## src/rtl/intd_pkg.sv

```systemverilog
package intd_pkg;
   typedef enum logic [1:0] {
      ST_IDLE = 2'd0,
      ST_WAIT = 2'd1,
      ST_SERV = 2'd2
   } src_state_e;

   localparam int EN_BIT  = 31;
   localparam int TGT_LSB = 16;
endpackage

```

## src/rtl/intd_arb.sv

```systemverilog
module intd_arb #(
   parameter int N      = 16,
   parameter int PRIO_W = 8,
   parameter int ID_W   = 5,
   parameter bit TREE   = 1'b1
) (
   input  logic [N-1:0]        req_i,
   input  logic [N*PRIO_W-1:0] prio_i,
   output logic                win_v_o,
   output logic [PRIO_W-1:0]   win_prio_o,
   output logic [ID_W-1:0]     win_id_o
);
   localparam int LVLS = $clog2(N);
   localparam int P    = 1 << LVLS;

   if (TREE) begin : g_tree
      logic              nv [1:2*P-1];
      logic [PRIO_W-1:0] np [1:2*P-1];
      logic [ID_W-1:0]   ni [1:2*P-1];

      for (genvar j = 0; j < P; j++) begin : g_leaf
         if (j < N) begin : g_real
            assign nv[P+j] = req_i[j];
            assign np[P+j] = prio_i[j*PRIO_W +: PRIO_W];
            assign ni[P+j] = ID_W'(j);
         end else begin : g_pad
            assign nv[P+j] = 1'b0;
            assign np[P+j] = '1;
            assign ni[P+j] = '1;
         end
      end

      for (genvar k = 1; k < P; k++) begin : g_node
         logic take_left;
         assign take_left = nv[2*k] && (!nv[2*k+1] || (np[2*k] <= np[2*k+1]));
         assign nv[k] = nv[2*k] || nv[2*k+1];
         assign np[k] = take_left ? np[2*k] : np[2*k+1];
         assign ni[k] = take_left ? ni[2*k] : ni[2*k+1];
      end

      assign win_v_o    = nv[1];
      assign win_prio_o = np[1];
      assign win_id_o   = ni[1];
   end else begin : g_linear
      always_comb begin
         win_v_o    = 1'b0;
         win_prio_o = '1;
         win_id_o   = '1;
         for (int j = 0; j < N; j++) begin
            if (req_i[j] && (!win_v_o || (prio_i[j*PRIO_W +: PRIO_W] < win_prio_o))) begin
               win_v_o    = 1'b1;
               win_prio_o = prio_i[j*PRIO_W +: PRIO_W];
               win_id_o   = ID_W'(j);
            end
         end
      end
   end
endmodule

```

## src/rtl/intd_src.sv

```systemverilog
module intd_src
   import intd_pkg::*;
#(
   parameter int IDX       = 0,
   parameter int NUM_CORES = 2,
   parameter int PRIO_W    = 8,
   parameter int ID_W      = 5,
   parameter int CORE_W    = 1
) (
   input  logic                        clk,
   input  logic                        rst_n,
   input  logic                        line_i,
   input  logic                        cfg_we_i,
   input  logic                        cfg_en_i,
   input  logic [CORE_W-1:0]           cfg_tgt_i,
   input  logic [PRIO_W-1:0]           cfg_prio_i,
   input  logic                        take_i,
   input  logic [NUM_CORES-1:0]        eoi_we_i,
   input  logic [NUM_CORES*ID_W-1:0]   eoi_id_i,
   output src_state_e                  state_o,
   output logic [PRIO_W-1:0]           prio_o,
   output logic [CORE_W-1:0]           tgt_o
);
   logic       en_q;
   logic       live;
   logic       eoi_hit;
   src_state_e state_d;

   always_ff @(posedge clk or negedge rst_n) begin
      if (!rst_n) begin
         en_q   <= 1'b0;
         prio_o <= '1;
         tgt_o  <= '0;
      end else if (cfg_we_i) begin
         en_q   <= cfg_en_i;
         prio_o <= cfg_prio_i;
         tgt_o  <= cfg_tgt_i;
      end
   end

   assign live = line_i && en_q;

   always_comb begin
      eoi_hit = 1'b0;
      for (int c = 0; c < NUM_CORES; c++) begin
         if (eoi_we_i[c] && (eoi_id_i[c*ID_W +: ID_W] == ID_W'(IDX)) &&
             (tgt_o == CORE_W'(c)))
            eoi_hit = 1'b1;
      end
   end

   always_comb begin
      state_d = state_o;
      unique case (state_o)
         ST_IDLE: if (live) state_d = ST_WAIT;
         ST_WAIT: begin
            if (take_i)     state_d = ST_SERV;
            else if (!live) state_d = ST_IDLE;
         end
         ST_SERV: if (eoi_hit) state_d = live ? ST_WAIT : ST_IDLE;
         default: state_d = ST_IDLE;
      endcase
   end

   always_ff @(posedge clk or negedge rst_n) begin
      if (!rst_n) state_o <= ST_IDLE;
      else        state_o <= state_d;
   end
endmodule

```

## src/rtl/intd_core.sv

```systemverilog
module intd_core #(
   parameter int PRIO_W = 8,
   parameter int ID_W   = 5
) (
   input  logic              clk,
   input  logic              rst_n,
   input  logic              mask_we_i,
   input  logic [PRIO_W-1:0] mask_i,
   input  logic              cand_v_i,
   input  logic [PRIO_W-1:0] cand_prio_i,
   input  logic [ID_W-1:0]   cand_id_i,
   input  logic              run_v_i,
   input  logic [PRIO_W-1:0] run_prio_i,
   input  logic              ack_rd_i,
   output logic              irq_o,
   output logic              ack_fire_o,
   output logic [ID_W-1:0]   ack_id_o
);
   logic [PRIO_W-1:0] mask_q;
   logic              below_mask;
   logic              beats_run;

   always_ff @(posedge clk or negedge rst_n) begin
      if (!rst_n)         mask_q <= '0;
      else if (mask_we_i) mask_q <= mask_i;
   end

   assign below_mask = cand_prio_i < mask_q;
   assign beats_run  = !run_v_i || (cand_prio_i < run_prio_i);
   assign irq_o      = cand_v_i && below_mask && beats_run;
   assign ack_fire_o = ack_rd_i && irq_o;

   always_ff @(posedge clk or negedge rst_n) begin
      if (!rst_n)          ack_id_o <= '1;
      else if (ack_fire_o) ack_id_o <= cand_id_i;
      else if (ack_rd_i)   ack_id_o <= '1;
   end
endmodule

```

## src/rtl/intd_top.sv

```systemverilog
module intd_top
   import intd_pkg::*;
#(
   parameter int NUM_IRQ   = 16,
   parameter int NUM_CORES = 2,
   parameter int PRIO_W    = 8,
   parameter int DATA_W    = 32,
   parameter bit ARB_TREE  = 1'b1,
   localparam int ID_W     = $clog2(NUM_IRQ + 1),
   localparam int CORE_W   = $clog2(NUM_CORES),
   localparam int IDX_W    = ($clog2(NUM_IRQ) > CORE_W) ? $clog2(NUM_IRQ) : CORE_W,
   localparam int CFG_AW   = IDX_W + 1
) (
   input  logic                      clk,
   input  logic                      rst_n,
   input  logic [NUM_IRQ-1:0]        irq_lines,
   input  logic                      cfg_we,
   input  logic [CFG_AW-1:0]         cfg_addr,
   input  logic [DATA_W-1:0]         cfg_wdata,
   output logic [NUM_CORES-1:0]      core_irq,
   input  logic [NUM_CORES-1:0]      ack_rd,
   output logic [NUM_CORES*ID_W-1:0] ack_id,
   input  logic [NUM_CORES-1:0]      eoi_we,
   input  logic [NUM_CORES*ID_W-1:0] eoi_id
);
   if (NUM_IRQ < 2)                  begin : g_chk_irq  $error("NUM_IRQ must be at least 2");   end
   if (NUM_CORES < 2)                begin : g_chk_core $error("NUM_CORES must be at least 2"); end
   if (DATA_W != 32)                 begin : g_chk_dw   $error("DATA_W must be 32");            end
   if (PRIO_W < 1 || PRIO_W > 16)    begin : g_chk_pw   $error("PRIO_W must be 1..16");         end
   if (TGT_LSB + CORE_W > EN_BIT)    begin : g_chk_tgt  $error("target field overlaps enable"); end

   logic              cfg_sec;
   logic [IDX_W-1:0]  cfg_idx;
   logic              unused_cfg;

   src_state_e          st        [NUM_IRQ];
   logic [CORE_W-1:0]   tgt       [NUM_IRQ];
   logic [NUM_IRQ*PRIO_W-1:0] prio_flat;
   logic [2*NUM_IRQ-1:0]      st_flat;
   logic [NUM_IRQ-1:0]  take;

   logic [NUM_CORES-1:0] ack_fire;
   logic [ID_W-1:0]      win_id [NUM_CORES];

   assign cfg_sec    = cfg_addr[CFG_AW-1];
   assign cfg_idx    = cfg_addr[IDX_W-1:0];
   assign unused_cfg = ^cfg_wdata;

   for (genvar i = 0; i < NUM_IRQ; i++) begin : g_src
      logic [PRIO_W-1:0] prio_w;
      intd_src #(
         .IDX(i), .NUM_CORES(NUM_CORES), .PRIO_W(PRIO_W), .ID_W(ID_W), .CORE_W(CORE_W)
      ) u_src (
         .clk       (clk),
         .rst_n     (rst_n),
         .line_i    (irq_lines[i]),
         .cfg_we_i  (cfg_we && !cfg_sec && (cfg_idx == IDX_W'(i))),
         .cfg_en_i  (cfg_wdata[EN_BIT]),
         .cfg_tgt_i (cfg_wdata[TGT_LSB +: CORE_W]),
         .cfg_prio_i(cfg_wdata[PRIO_W-1:0]),
         .take_i    (take[i]),
         .eoi_we_i  (eoi_we),
         .eoi_id_i  (eoi_id),
         .state_o   (st[i]),
         .prio_o    (prio_w),
         .tgt_o     (tgt[i])
      );
      assign prio_flat[i*PRIO_W +: PRIO_W] = prio_w;
      assign st_flat[2*i +: 2]             = st[i];
   end

   for (genvar c = 0; c < NUM_CORES; c++) begin : g_core
      logic [NUM_IRQ-1:0] req_wait;
      logic [NUM_IRQ-1:0] req_serv;
      logic               cand_v, run_v;
      logic [PRIO_W-1:0]  cand_prio, run_prio;
      logic [ID_W-1:0]    cand_id, run_id;
      logic [ID_W-1:0]    id_q;
      logic               unused_run;

      always_comb begin
         for (int i = 0; i < NUM_IRQ; i++) begin
            req_wait[i] = (st[i] == ST_WAIT) && (tgt[i] == CORE_W'(c));
            req_serv[i] = (st[i] == ST_SERV) && (tgt[i] == CORE_W'(c));
         end
      end

      intd_arb #(.N(NUM_IRQ), .PRIO_W(PRIO_W), .ID_W(ID_W), .TREE(ARB_TREE)) u_pick (
         .req_i     (req_wait),
         .prio_i    (prio_flat),
         .win_v_o   (cand_v),
         .win_prio_o(cand_prio),
         .win_id_o  (cand_id)
      );

      intd_arb #(.N(NUM_IRQ), .PRIO_W(PRIO_W), .ID_W(ID_W), .TREE(ARB_TREE)) u_run (
         .req_i     (req_serv),
         .prio_i    (prio_flat),
         .win_v_o   (run_v),
         .win_prio_o(run_prio),
         .win_id_o  (run_id)
      );
      assign unused_run = ^run_id;

      intd_core #(.PRIO_W(PRIO_W), .ID_W(ID_W)) u_core (
         .clk        (clk),
         .rst_n      (rst_n),
         .mask_we_i  (cfg_we && cfg_sec && (cfg_idx == IDX_W'(c))),
         .mask_i     (cfg_wdata[PRIO_W-1:0]),
         .cand_v_i   (cand_v),
         .cand_prio_i(cand_prio),
         .cand_id_i  (cand_id),
         .run_v_i    (run_v),
         .run_prio_i (run_prio),
         .ack_rd_i   (ack_rd[c]),
         .irq_o      (core_irq[c]),
         .ack_fire_o (ack_fire[c]),
         .ack_id_o   (id_q)
      );
      assign win_id[c]               = cand_id;
      assign ack_id[c*ID_W +: ID_W]  = id_q;
   end

   always_comb begin
      take = '0;
      for (int i = 0; i < NUM_IRQ; i++) begin
         for (int c = 0; c < NUM_CORES; c++) begin
            if (ack_fire[c] && (win_id[c] == ID_W'(i))) take[i] = 1'b1;
         end
      end
   end
endmodule

```

## config.mk

```make
export PLATFORM = sky130hd
export DESIGN_NAME = intd_top
export DESIGN_NICKNAME = d
export VERILOG_FILES = /design/src/rtl/intd_pkg.sv /design/src/rtl/intd_arb.sv /design/src/rtl/intd_src.sv /design/src/rtl/intd_core.sv /design/src/rtl/intd_top.sv
export SDC_FILE = /design/constraint.sdc
export NUM_CORES = 1
export LEC_CHECK = 0
export ABC_AREA = 1
export BUFFER_PORTS_ARGS = -buffer_cell sky130_fd_sc_hd__buf_2
export CAP_MARGIN = 10
export CORE_UTILIZATION = 55
export DETAILED_ROUTE_END_ITERATION = 16
export PLACE_DENSITY = 0.72
export SKIP_LAST_GASP = 1
export SYNTH_ARGS = -nofsm -noshare
export SYNTH_HDL_FRONTEND = slang
export SYNTH_SLANG_ARGS = --single-unit
```

## constraint.sdc

```tcl
create_clock -name clk -period 25.4 [get_ports clk]
set_clock_uncertainty 0.05 [all_clocks]
set_input_delay 0 -clock clk [delete_from_list [all_inputs] [get_ports clk]]
set_output_delay 0 -clock clk [all_outputs]
set_load 0.05 [all_outputs]
```

==> impl_metrics.toml <==
[synth]
synth-warning-count = 0
synth.top_cells.by_count = "995 x nand2_1, 695 x o21ai_0, 372 x inv_1, 314 x ha_1, 205 x nor2_1"
async_reset_ff_share_pct = 100
synth_seq_cells = 218
synthTopCellsByArea = "ha_1 17%, nand2_1 16%, dfstp_2 16%, o21ai_0 15%, dfrtp_1 8.8%"
avgSynthCellArea_um2 = 6.57
seq_area_frac_synth_pct = 24.7
synth_top_area_share_pct = 17.2
synthCells = 3473
synth_area_mm2 = 0.0228
synth.most_common_cell = "nand2_1"
synth_edf_count = 0
synth_flop_cell = "dfstp_2"
synthesis.nets = 3857
yosys.cell_types.count = 52
yosysTopAreaCell = "ha_1"

[global_routing]
use_met2_pct = 59.1
use_met1_pct = 55.7
grt_max_degree = 92
grt_pass1_wl_mm = 126
busiest_layer = "met2"
use_met3_pct = 7.48
grt_usage_pct = 39.7
antenna_found_initial = 4
grt_pass1_vias = 22200
grt_overflow = 0

[sta]
timing.hold.ws_ps = -5.61
rsz0062_at_grt = "no"
tightest_slew_ps = 1350
min_period_ps = 12110
fmax_mhz = 82.6
slew_headroom_pct = 9.60
setup_viol = 0
finalHoldViolations = 3
post-route-period-util_pct = 47.7
fin_tns_setup_ps = 0
slew_violations = 0

[die]
dieArea_mm2 = 0.0423
start_util_pct = 55.8
rows = 74
io_pins = 82
dieWidth_um = 206
dieHeight_um = 206
core_mm2 = 0.0409

[routing]
drt-initial-drc-count = 2814
ant_nets = 0
drcViolationCount = 0
viasPerCell = 6.08
routed_wirelength_mm = 84.4
routedWlPerCell_um = 20.9
dr.pass1.iters = 6
vias = 24600

[setup_path]
worstSetupPathType = "reg -> reg"
critPathMaxStageDelay_ps = 890
worst_setup_path_end_kind = "flip-flop"
cpMostUsedCell = "nand2_1"
arrival_ps = 12510
crit_path_max_fanout = 19
slowest_stage = "a21oi_1"
start_kind = "flip-flop"
cp.required_ps = 25800

[clock_network]
path_clk_slew_ps = 60
cts_hold_buf = 41
cts_tree = "built"
root_buffer = "clkbuf_16"
clk_latency_ps = 590
cts-resized-gates = 0
clock-sinks = 218
cts_made_buffers = 28
cts_setup_buffers = 0
clock_path_buffers = 3
htreeDepth = 1

[worst_hold_path]
min_path_type = "in -> async"

[job]
max_cap_violations = 0

[cells_and_area]
fin_nets = 3876
drive_above_1_share_pct = 8.34
post-route-cell-area_mm2 = 0.0248
fin_util_pct = 60.6
area_growth_pct = 8.57

[power_and_ir_drop]
vdd_drop_max_mv = 0.214
power_mw = 3.66
p_leak_nw = 12.1
powerDensity_mw_per_mm2 = 148

[placed_design]
place_area_mm2 = 0.0234
place_hpwl_mm = 66.7
portBuffers = 59
place_congestion = 1.04

[run_status]
status = "finished with violations"
violations = "hold timing"
[critical path: cells and delay by family (launching register included)]
kind            cells  cell delay [ps]
flops               1              600
fa+ha+maj           5             1850
simple gates       14             3050
buf+inv             5             1720
compound gates     17             4690
[sequential cells by signal (all words and copies together), names as in the netlist]
signal / count
g_src.u_src.prio_o: 128
g_src.u_src.state_o: 32
g_core.u_core.mask_q: 16
g_src.u_src.en_q: 16
g_src.u_src.tgt_o: 16
g_core.u_core.ack_id_o: 10
[power breakdown]
part	internal [mW]	total, mW	switching, mW
clock network	0.257	0.428	0.171
logic	0.817	2.68	1.87
registers	0.458	0.544	0.0857
total	1.53	3.66	2.12
[layer usage]
metal,wire length [um],vias up
met4,3880,4
met1,36400,11500
li1,-,11800
met3,8670,184
met2,35500,1131
met5,38,-
[layout make-up]
| type | instances | area [um^2] |
|---|---|---|
| flip-flops and latches | 218 | 5630 |
| repair buffers | 107 | 768 |
| clock buffers | 38 | 855 |
| diodes | 4 | 10.0 |
| well taps | 532 | 666 |
| inverters | 379 | 1420 |
| fillers | 3915 | 16100 |
| clock inverters | 13 | 134 |
| multi-input cells | 2758 | 15300 |
[path summary, 6_finish.rpt]
path,startpoint,endpoint,slack (ps),depth (start not counted)
worst max-delay path,g_src[1].u_src.prio_o[1],g_src[8].u_src.state_o[0],13290,41
worst min-delay path,rst_n,g_src[5].u_src.tgt_o,-6,2
worst max register to register,g_src[1].u_src.prio_o[1],g_src[8].u_src.state_o[0],13290,41
worst min register to register,g_core[1].u_core.mask_q[6],g_core[1].u_core.mask_q[6],440,2
max in group asynchronous,rst_n,g_src[11].u_src.en_q,23880,3
min in group clk,eoi_id[0],g_src[0].u_src.state_o[1],70,5
[kinds of logic (layout without fill, tap and decap cells)]
family / after synthesis / count (layout) / synth area share [%]
and+or+nand+nor: 1428 / 1428 / 25.5
DFF: 218 / 218 / 24.7
adders and majority gates: 314 / 314 / 17.2
buffers and inverters: 497 / 537 / 8.32
muxes: 1 / 1 / 0.0439
other: 0 / 4 / 0
AOI/OAI and AO/OA: 1015 / 1015 / 24.2
[stage by stage]
step,instances,worst slack (ps)
after floorplan,3473,17460
after global placement,3952,14900
after detailed placement,3952,14680
after CTS,4044,13700
after global routing,4046,12410
final,4049,13290
[cell usage in the layout, fill, tap and decap left out, types with 8 or more instances in the layout]
master / count
dfstp_2: 138
a31oi_1: 8
o211ai_1: 26
nand4_1: 42
o21ai_1: 38
nand2_1: 995
nand2_2: 12
o21a_1: 13
nor4_1: 11
o31ai_1: 15
nand4_2: 11
o21ai_0: 695
nor3_1: 23
nand3_1: 118
clkbuf_16: 33
buf_2: 58
nor2_1: 205
a21oi_1: 136
o22ai_1: 21
inv_1: 372
dlygate4sd3_1: 41
o21bai_1: 10
dfrtp_1: 80
ha_1: 314
No activity file was read; power rests on OpenSTA's default activity.
